==> config.mk <==
export PLATFORM = sky130hd
export DESIGN_NAME = seg_loader
export DESIGN_NICKNAME = d
export VERILOG_FILES = /design/src/rtl/seg_loader_pkg.sv /design/src/rtl/sl_word_fetch.sv /design/src/rtl/sl_byte_copier.sv /design/src/rtl/seg_loader.sv
export SDC_FILE = /design/constraint.sdc
export NUM_CORES = 1
export LEC_CHECK = 0
export BUFFER_PORTS_ARGS = -buffer_cell sky130_fd_sc_hd__clkbuf_2
export CAP_MARGIN = 0
export CELL_PAD_IN_SITES_DETAIL_PLACEMENT = 1
export CELL_PAD_IN_SITES_GLOBAL_PLACEMENT = 2
export CORE_ASPECT_RATIO = 1.75
export CORE_MARGIN = 5
export CORE_UTILIZATION = 36
export CTS_CLUSTER_DIAMETER = 120
export DETAILED_ROUTE_END_ITERATION = 8
export PLACE_DENSITY = 0.8
export SYNTH_ARGS = -nofsm -noshare
export SYNTH_HDL_FRONTEND = slang
export SYNTH_SLANG_ARGS = --single-unit
==> constraint.sdc <==
create_clock -name clk -period 3.9 [get_ports clk]
set_clock_uncertainty 0.15 [all_clocks]
set_input_delay 0.975 -clock clk [delete_from_list [all_inputs] [get_ports clk]]
set_output_delay 0.975 -clock clk [all_outputs]
set_load 0.02 [all_outputs]
==> src/rtl/seg_loader_pkg.sv <==
package seg_loader_pkg;
    localparam int unsigned ADDR_W    = 32;
    localparam int unsigned WORD_W    = 32;
    localparam logic [31:0] IMG_TAG   = 32'h4543_494E;
    localparam logic [31:0] OFS_ENTRY = 32'h0000_0004;
    localparam logic [31:0] OFS_COUNT = 32'h0000_0008;
    localparam logic [31:0] OFS_TABLE = 32'h0000_000C;
    localparam logic [31:0] DESC_LEN  = 32'd12;

    typedef enum logic [3:0] {
        LD_IDLE,
        LD_TAG,
        LD_ENTRY,
        LD_COUNT,
        LD_DSRC,
        LD_DLEN,
        LD_DDST,
        LD_COPY
    } ld_state_e;

    typedef enum logic [1:0] {
        CP_IDLE,
        CP_READ,
        CP_WRITE
    } cp_state_e;
endpackage

==> src/rtl/sl_word_fetch.sv <==
module sl_word_fetch #(
    parameter int unsigned AW    = 32,
    parameter int unsigned BYTES = 4
) (
    input  logic              clk,
    input  logic              rst_n,
    input  logic              go,
    input  logic [AW-1:0]     base,
    output logic              rd_req,
    output logic [AW-1:0]     rd_addr,
    input  logic              rd_ack,
    input  logic [7:0]        rd_data,
    output logic              word_vld,
    output logic [8*BYTES-1:0] word
);
    localparam int unsigned IW = (BYTES > 1) ? $clog2(BYTES) : 1;

    typedef struct packed {
        logic               active;
        logic [IW-1:0]      idx;
        logic [AW-1:0]      base;
        logic [8*BYTES-1:0] word;
        logic               vld;
    } wf_state_t;

    wf_state_t s_d, s_q;

    always_comb begin
        s_d     = s_q;
        s_d.vld = 1'b0;
        if (!s_q.active) begin
            if (go) begin
                s_d.active = 1'b1;
                s_d.idx    = '0;
                s_d.base   = base;
                s_d.word   = '0;
            end
        end else if (rd_ack) begin
            s_d.word[s_q.idx*8 +: 8] = rd_data;
            if (s_q.idx == IW'(BYTES-1)) begin
                s_d.active = 1'b0;
                s_d.vld    = 1'b1;
            end else begin
                s_d.idx = s_q.idx + 1'b1;
            end
        end
    end

    always_ff @(posedge clk or negedge rst_n) begin
        if (!rst_n) s_q <= '0;
        else        s_q <= s_d;
    end

    assign rd_req   = s_q.active;
    assign rd_addr  = s_q.base + AW'(s_q.idx);
    assign word_vld = s_q.vld;
    assign word     = s_q.word;


    fetch_hold_chk: assert property (@(posedge clk) disable iff (!rst_n)
        (rd_req && !rd_ack) |=> (rd_req && $stable(rd_addr)));
endmodule

==> src/rtl/sl_byte_copier.sv <==
module sl_byte_copier #(
    parameter int unsigned AW = 32,
    parameter int unsigned LW = 32
) (
    input  logic          clk,
    input  logic          rst_n,
    input  logic          go,
    input  logic [AW-1:0] src,
    input  logic [AW-1:0] dst,
    input  logic [LW-1:0] len,
    output logic          rd_req,
    output logic [AW-1:0] rd_addr,
    input  logic          rd_ack,
    input  logic [7:0]    rd_data,
    output logic          wr_req,
    output logic [AW-1:0] wr_addr,
    output logic [7:0]    wr_data,
    input  logic          wr_ack,
    output logic          fin
);
    import seg_loader_pkg::*;

    typedef struct packed {
        cp_state_e     st;
        logic [AW-1:0] src;
        logic [AW-1:0] dst;
        logic [LW-1:0] len;
        logic [LW-1:0] cnt;
        logic [7:0]    data;
        logic          fin;
    } cp_t;

    cp_t c_d, c_q;

    always_comb begin
        c_d     = c_q;
        c_d.fin = 1'b0;
        unique case (c_q.st)
            CP_IDLE: if (go) begin
                c_d.src = src;
                c_d.dst = dst;
                c_d.len = len;
                c_d.cnt = '0;
                if (len == '0) c_d.fin = 1'b1;
                else           c_d.st  = CP_READ;
            end
            CP_READ: if (rd_ack) begin
                c_d.data = rd_data;
                c_d.st   = CP_WRITE;
            end
            CP_WRITE: if (wr_ack) begin
                c_d.cnt = c_q.cnt + 1'b1;
                if (c_q.cnt + 1'b1 == c_q.len) begin
                    c_d.st  = CP_IDLE;
                    c_d.fin = 1'b1;
                end else begin
                    c_d.st = CP_READ;
                end
            end
            default: c_d.st = CP_IDLE;
        endcase
    end

    always_ff @(posedge clk or negedge rst_n) begin
        if (!rst_n) c_q <= '{st: CP_IDLE, default: '0};
        else        c_q <= c_d;
    end

    assign rd_req  = (c_q.st == CP_READ);
    assign rd_addr = c_q.src + AW'(c_q.cnt);
    assign wr_req  = (c_q.st == CP_WRITE);
    assign wr_addr = c_q.dst + AW'(c_q.cnt);
    assign wr_data = c_q.data;
    assign fin     = c_q.fin;


    copy_wr_hold_chk: assert property (@(posedge clk) disable iff (!rst_n)
        (wr_req && !wr_ack) |=> (wr_req && $stable(wr_addr) && $stable(wr_data)));

    copy_rd_hold_chk: assert property (@(posedge clk) disable iff (!rst_n)
        (rd_req && !rd_ack) |=> (rd_req && $stable(rd_addr)));

    copy_order_chk: assert property (@(posedge clk) disable iff (!rst_n)
        $rose(wr_req) |-> $past(rd_ack));

    copy_nonempty_chk: assert property (@(posedge clk) disable iff (!rst_n)
        (go && len == '0 && c_q.st == CP_IDLE) |=> !wr_req);
endmodule

==> src/rtl/seg_loader.sv <==
module seg_loader #(
    parameter int unsigned AW = 32,
    parameter int unsigned CW = 32
) (
    input  logic          clk,
    input  logic          rst_n,
    input  logic          start,
    output logic          rd_req,
    output logic [AW-1:0] rd_addr,
    input  logic          rd_ack,
    input  logic [7:0]    rd_data,
    output logic          wr_req,
    output logic [AW-1:0] wr_addr,
    output logic [7:0]    wr_data,
    input  logic          wr_ack,
    output logic [31:0]   entry_addr,
    output logic          done,
    output logic          error
);
    import seg_loader_pkg::*;

    localparam int unsigned FW = WORD_W;

    typedef struct packed {
        ld_state_e     st;
        logic [31:0]   entry;
        logic [CW-1:0] count;
        logic [CW-1:0] idx;
        logic [AW-1:0] tab;
        logic [AW-1:0] seg_src;
        logic [31:0]   seg_len;
        logic [AW-1:0] seg_dst;
        logic [AW-1:0] fbase;
        logic          fgo;
        logic          cgo;
        logic          done;
        logic          err;
    } ld_t;

    ld_t l_d, l_q;

    logic          f_rd_req, c_rd_req;
    logic [AW-1:0] f_rd_addr, c_rd_addr;
    logic          f_vld, c_fin;
    logic [FW-1:0] f_word;

    sl_word_fetch #(.AW(AW), .BYTES(FW/8)) u_fetch (
        .clk      (clk),
        .rst_n    (rst_n),
        .go       (l_q.fgo),
        .base     (l_q.fbase),
        .rd_req   (f_rd_req),
        .rd_addr  (f_rd_addr),
        .rd_ack   (rd_ack & f_rd_req),
        .rd_data  (rd_data),
        .word_vld (f_vld),
        .word     (f_word)
    );

    sl_byte_copier #(.AW(AW), .LW(32)) u_copy (
        .clk     (clk),
        .rst_n   (rst_n),
        .go      (l_q.cgo),
        .src     (l_q.seg_src),
        .dst     (l_q.seg_dst),
        .len     (l_q.seg_len),
        .rd_req  (c_rd_req),
        .rd_addr (c_rd_addr),
        .rd_ack  (rd_ack & c_rd_req),
        .rd_data (rd_data),
        .wr_req  (wr_req),
        .wr_addr (wr_addr),
        .wr_data (wr_data),
        .wr_ack  (wr_ack),
        .fin     (c_fin)
    );

    assign rd_req  = f_rd_req | c_rd_req;
    assign rd_addr = c_rd_req ? c_rd_addr : f_rd_addr;

    always_comb begin
        l_d      = l_q;
        l_d.fgo  = 1'b0;
        l_d.cgo  = 1'b0;
        l_d.done = 1'b0;
        unique case (l_q.st)
            LD_IDLE: if (start) begin
                l_d.err   = 1'b0;
                l_d.fgo   = 1'b1;
                l_d.fbase = '0;
                l_d.st    = LD_TAG;
            end
            LD_TAG: if (f_vld) begin
                if (f_word != IMG_TAG) begin
                    l_d.err = 1'b1;
                    l_d.st  = LD_IDLE;
                end else begin
                    l_d.fgo   = 1'b1;
                    l_d.fbase = AW'(OFS_ENTRY);
                    l_d.st    = LD_ENTRY;
                end
            end
            LD_ENTRY: if (f_vld) begin
                l_d.entry = f_word;
                l_d.fgo   = 1'b1;
                l_d.fbase = AW'(OFS_COUNT);
                l_d.st    = LD_COUNT;
            end
            LD_COUNT: if (f_vld) begin
                if (f_word == '0) begin
                    l_d.err = 1'b1;
                    l_d.st  = LD_IDLE;
                end else begin
                    l_d.count = CW'(f_word);
                    l_d.idx   = '0;
                    l_d.tab   = AW'(OFS_TABLE);
                    l_d.fgo   = 1'b1;
                    l_d.fbase = AW'(OFS_TABLE);
                    l_d.st    = LD_DSRC;
                end
            end
            LD_DSRC: if (f_vld) begin
                l_d.seg_src = AW'(f_word);
                l_d.fgo     = 1'b1;
                l_d.fbase   = l_q.tab + AW'(4);
                l_d.st      = LD_DLEN;
            end
            LD_DLEN: if (f_vld) begin
                l_d.seg_len = f_word;
                l_d.fgo     = 1'b1;
                l_d.fbase   = l_q.tab + AW'(8);
                l_d.st      = LD_DDST;
            end
            LD_DDST: if (f_vld) begin
                l_d.seg_dst = AW'(f_word);
                l_d.cgo     = 1'b1;
                l_d.st      = LD_COPY;
            end
            LD_COPY: if (c_fin) begin
                if (l_q.idx + 1'b1 == l_q.count) begin
                    l_d.done = 1'b1;
                    l_d.st   = LD_IDLE;
                end else begin
                    l_d.idx   = l_q.idx + 1'b1;
                    l_d.tab   = l_q.tab + AW'(DESC_LEN);
                    l_d.fgo   = 1'b1;
                    l_d.fbase = l_q.tab + AW'(DESC_LEN);
                    l_d.st    = LD_DSRC;
                end
            end
            default: l_d.st = LD_IDLE;
        endcase
    end

    always_ff @(posedge clk or negedge rst_n) begin
        if (!rst_n) l_q <= '{st: LD_IDLE, default: '0};
        else        l_q <= l_d;
    end

    assign entry_addr = l_q.entry;
    assign done       = l_q.done;
    assign error      = l_q.err;


    done_pulse_chk: assert property (@(posedge clk) disable iff (!rst_n)
        done |=> !done);

    done_err_excl_chk: assert property (@(posedge clk) disable iff (!rst_n)
        !(done && error));

    err_no_write_chk: assert property (@(posedge clk) disable iff (!rst_n)
        error |-> !wr_req);

    port_excl_chk: assert property (@(posedge clk) disable iff (!rst_n)
        !(f_rd_req && c_rd_req));

    entry_hold_chk: assert property (@(posedge clk) disable iff (!rst_n)
        $past(done) |-> $stable(entry_addr));
endmodule

==> flow_results.xml <==
<?xml version="1.0" encoding="UTF-8"?>
<metrics>
  <group name="placement">
    <metric name="dp.cells" unit="">4047</metric>
    <metric name="numPortBuffers" unit="">120</metric>
    <metric name="pre_cts_slack" unit="ns">-0.606</metric>
    <metric name="last_weighted_congestion_value_of_the_routability_driven_placer" unit="">0.901</metric>
    <metric name="dp.final_hpwl" unit="um">74100</metric>
  </group>
  <group name="drt">
    <metric name="wl_per_cell" unit="um">24.0</metric>
    <metric name="drc" unit="">0</metric>
    <metric name="drtPass1Iterations" unit="">5</metric>
    <metric name="drt_iter0_markers" unit="">1064</metric>
    <metric name="detail_route.wirelength" unit="um">100000</metric>
    <metric name="num_vias" unit="">23400</metric>
    <metric name="drt.antenna.violating_nets" unit="">0</metric>
    <metric name="via_per_inst" unit="">5.58</metric>
  </group>
  <group name="finish">
    <metric name="layout.cells.non_filler" unit="">4183</metric>
    <metric name="antenna_cells" unit="">0</metric>
    <metric name="fillers" unit="">8240</metric>
    <metric name="synthToLayoutAreaGrowth" unit="%">27.6</metric>
    <metric name="share_of_cells_above_drive_strength_1" unit="%">29.4</metric>
    <metric name="fin_nets" unit="">3305</metric>
    <metric name="utilization" unit="%">46.3</metric>
  </group>
  <group name="synthesis">
    <metric name="post-synth-top-count-cell" unit="">sky130_fd_sc_hd__nand2_1</metric>
    <metric name="yosys_warnings" unit="">0</metric>
    <metric name="yosys.area.top_type_share" unit="%">44.2</metric>
    <metric name="synth_top_area_cell" unit="">sky130_fd_sc_hd__dfrtp_1</metric>
    <metric name="netlist_top_cells_area" unit="">sky130_fd_sc_hd__dfrtp_1, sky130_fd_sc_hd__nand2_1, sky130_fd_sc_hd__mux2_2</metric>
    <metric name="synthesis.nets" unit="">2939</metric>
    <metric name="synth-async-reset-ratio" unit="%">100</metric>
    <metric name="flip_flop_cell_with_the_highest_count_after_synthesis" unit="">sky130_fd_sc_hd__dfrtp_1</metric>
    <metric name="synth_top_cells_by_count" unit="">sky130_fd_sc_hd__nand2_1, sky130_fd_sc_hd__dfrtp_1, sky130_fd_sc_hd__o21ai_0</metric>
    <metric name="synth_enable_flop_cells" unit="">0</metric>
    <metric name="ys_seq_area_share" unit="%">44.2</metric>
    <metric name="synthesis.area_per_instance" unit="um2">9.26</metric>
    <metric name="synthDistinctLibCells" unit="">76</metric>
    <metric name="synth.cell_area" unit="um2">26400</metric>
    <metric name="synthesis_stage_register_bit_count" unit="">466</metric>
    <metric name="synthesis.instances" unit="">2848</metric>
  </group>
  <group name="floorplan">
    <metric name="die_area" unit="um2">79000</metric>
    <metric name="io_pins" unit="">121</metric>
    <metric name="floorplan.die.height" unit="um">368</metric>
    <metric name="fp.dieW" unit="um">215</metric>
    <metric name="core-area" unit="um2">72800</metric>
    <metric name="initial_core_util" unit="%">36.3</metric>
    <metric name="fp-row-count" unit="">131</metric>
  </group>
  <group name="sta">
    <metric name="period_share" unit="%">120</metric>
    <metric name="maxClockFrequency" unit="GHz">0.214</metric>
    <metric name="final_critical_path_setup_slack" unit="ns">-0.763</metric>
    <metric name="timing.final.hold_violations" unit="">0</metric>
    <metric name="post-route-min-period" unit="ns">4.66</metric>
    <metric name="grt_setup_unrepaired" unit="">true</metric>
    <metric name="final-max-slew-violation-count" unit="">0</metric>
    <metric name="worst_slew_pin_slew" unit="ns">0.790</metric>
    <metric name="report.final.setup_viol" unit="">51</metric>
    <metric name="worst_slew_margin_rel" unit="%">46.8</metric>
  </group>
  <group name="global_route">
    <metric name="grt_start_max_net_pins" unit="">99</metric>
    <metric name="overflow" unit="">0</metric>
    <metric name="first_global_vias" unit="">25600</metric>
    <metric name="global_route.usage.total" unit="%">24.8</metric>
    <metric name="global_route_wire_length_before_repair" unit="um">153000</metric>
    <metric name="antenna_found_initial" unit="">1</metric>
  </group>
  <group name="cts">
    <metric name="htree_levels" unit="">2</metric>
    <metric name="cts_root_buffer" unit="">sky130_fd_sc_hd__clkbuf_16</metric>
    <metric name="cts_tree" unit="">built</metric>
    <metric name="max-clock-path-buffers" unit="">3</metric>
    <metric name="ctsHoldBuffers" unit="">0</metric>
    <metric name="cts.reportedPaths.clkPinSlew" unit="ns">0.07</metric>
    <metric name="tritoncts.num_buffers" unit="">46</metric>
    <metric name="clock_insertion_delay_worst_skew" unit="ns">0.63</metric>
    <metric name="cts_num_sinks" unit="">466</metric>
  </group>
  <group name="setup_path">
    <metric name="timing.critical_path.arrival" unit="ns">3.54</metric>
    <metric name="worst_ep_required_time" unit="ns">2.77</metric>
    <metric name="setup.worst_path.end_class" unit="">output pin</metric>
    <metric name="timing_worst_setup_path_type" unit="">reg -&gt; out</metric>
    <metric name="start_kind" unit="">register</metric>
    <metric name="critical_path_peak_fanout" unit="">7</metric>
  </group>
  <group name="hold_path">
    <metric name="worst_hold_path_type" unit="">in -&gt; async</metric>
  </group>
  <group name="run">
    <metric name="cap_viol_max_count" unit="">0</metric>
  </group>
  <group name="run_status">
    <metric name="outcome" unit="">finished with violations</metric>
    <metric name="failed_checks" unit="">negative setup slack</metric>
  </group>
  <group name="power">
    <metric name="cellPowerDensity" unit="nW/um2">434</metric>
    <metric name="power_leakage" unit="nW">16.3</metric>
    <metric name="ir_drop" unit="V">0.000331</metric>
  </group>
</metrics>
==> logic make-up after synthesis <==
| kind of cell | count (synthesis) | share of synthesized area (%) |
|---|---|---|
| AOI/OAI and AO/OA | 578 | 14.0 |
| xor gates and xnor gates | 207 | 6.87 |
| adders and majority gates | 78 | 3.78 |
| buffers and inverters | 246 | 4.51 |
| DFF | 466 | 44.2 |
| muxes | 178 | 7.54 |
| and+or+nand+nor | 1095 | 19.1 |
==> through the flow <==
| stage | setup TNS, ns | instance area, um2 | total power [mW] | hold WS (ns) |
|---|---|---|---|---|
| after CTS | -27.38 | 33100 | 14.7 | 0.143 |
| after global placement | -8.92 | 30000 | 9.56 | 0.293 |
| final | -23.35 | 33700 | 14.6 | 0.132 |
| after floorplan | -0.0328 | 26400 | 7.89 | 0.282 |
| after global routing | -30.58 | 33700 | 15.2 | 0.158 |
| after detailed placement | -12.20 | 30000 | 9.69 | 0.304 |
==> state kept, by name (all words and copies together) (netlist names) <==
signal / cells
u_copy.c_q: 130
u_fetch.word: 32
u_fetch.word_vld: 1
entry_addr: 32
done: 1
u_fetch.rd_req: 1
l_q: 226
u_copy.wr_data: 8
u_copy.fin: 1
u_fetch.s_q: 33
error: 1
==> path summary, 6_finish.rpt <==
check,from,to,slack (ns),cells past startpoint
setup / recovery,u_copy.c_q[28]$_DFFE_PN0P_,wr_addr[31],-0.76,12
hold / removal,rst_n,l_q[138]$_DFFE_PN0P_,0.13,1
setup reg to reg,l_q[164]$_DFFE_PN0P_,l_q[179]$_DFFE_PN0P_,0.06,15
hold reg to reg,l_q[105]$_DFFE_PN0P_,u_copy.c_q[110]$_DFFE_PN0P_,0.31,2
max in group asynchronous,rst_n,u_copy.c_q[81]$_DFFE_PN0P_,2.49,2
min in group clk,l_q[105]$_DFFE_PN0P_,u_copy.c_q[110]$_DFFE_PN0P_,0.31,2
==> timing repair <==
item	in CTS	in global routing
buffers inserted	41	32
cloned	3	0
setup endpoints to repair	130	138
pin swaps	117	91
resized for setup	292	145
==> where the power goes <==
group / leakage (nW) / internal (mW) / switching (mW)
Clock: 0.745 / 2.53 / 2.16
Sequential: 6.44 / 5.41 / 0.928
Combinational: 9.13 / 1.52 / 2.05
Total: 16.3 / 9.46 / 5.14
==> metal layers <==
| layer | up-vias | track usage (%) | share of wire (%) |
|---|---|---|---|
| met4 | 2 | 12.8 | 5.9 |
| met1 | 12000 | 26.0 | 36 |
| met2 | 447 | 48.3 | 55 |
| met5 | - | 0 | 0.014 |
| li1 | 10700 | - | - |
| met3 | 223 | 2.76 | 3.0 |
==> critical path, stage by stage, from the launching register on <==
cell and delay (ns):
sky130_fd_sc_hd__dfrtp_1 0.42, sky130_fd_sc_hd__buf_4 0.18, sky130_fd_sc_hd__ha_4 0.24, sky130_fd_sc_hd__or3_4 0.37
sky130_fd_sc_hd__o21ai_2 0.09, sky130_fd_sc_hd__a21oi_2 0.09, sky130_fd_sc_hd__nor3_4 0.30, sky130_fd_sc_hd__o31ai_4 0.12
sky130_fd_sc_hd__a211o_1 0.29, sky130_fd_sc_hd__and3_4 0.18, sky130_fd_sc_hd__a211oi_2 0.25, sky130_fd_sc_hd__xnor2_1 0.18
sky130_fd_sc_hd__buf_4 0.19
==> area by class of cell <==
type,count,area [um2],share of cell area (%)
Sequential cell,466,11700,34.6
Clock buffer,61,1300,3.85
Timing Repair Buffer,515,4280,12.7
Tap cell,931,1160,3.46
Clock inverter,25,268,0.795
Inverter,49,189,0.561
Multi-Input combinational cell,2136,14800,44.0
==> layout by cell type (no fill, tap or decap), types with 26 or more instances in the layout <==
| cell | netlist | final |
|---|---|---|
| sky130_fd_sc_hd__nand2_1 | 558 | 552 |
| sky130_fd_sc_hd__dfrtp_1 | 466 | 465 |
| sky130_fd_sc_hd__buf_4 | 54 | 359 |
| sky130_fd_sc_hd__mux2_2 | 167 | 167 |
| sky130_fd_sc_hd__nor2_1 | 157 | 148 |
| sky130_fd_sc_hd__o21ai_0 | 185 | 137 |
| sky130_fd_sc_hd__xnor2_1 | 128 | 114 |
| sky130_fd_sc_hd__nand3_1 | 84 | 83 |
| sky130_fd_sc_hd__a21oi_1 | 105 | 79 |
| sky130_fd_sc_hd__xor2_1 | 79 | 69 |
| sky130_fd_sc_hd__clkbuf_2 | 1 | 66 |
| sky130_fd_sc_hd__ha_1 | 75 | 62 |
| sky130_fd_sc_hd__o31ai_1 | 52 | 47 |
| sky130_fd_sc_hd__clkbuf_16 | 0 | 46 |
| sky130_fd_sc_hd__nand4_1 | 45 | 45 |
| sky130_fd_sc_hd__buf_6 | 6 | 45 |
| sky130_fd_sc_hd__inv_1 | 48 | 44 |
| sky130_fd_sc_hd__a21o_1 | 43 | 43 |
| sky130_fd_sc_hd__nor3_1 | 47 | 41 |
| sky130_fd_sc_hd__and3_1 | 41 | 39 |
| sky130_fd_sc_hd__a22o_1 | 36 | 36 |
| sky130_fd_sc_hd__o21ai_1 | 10 | 30 |
| sky130_fd_sc_hd__nor4_1 | 34 | 26 |
(Power assumes the default switching activity.)
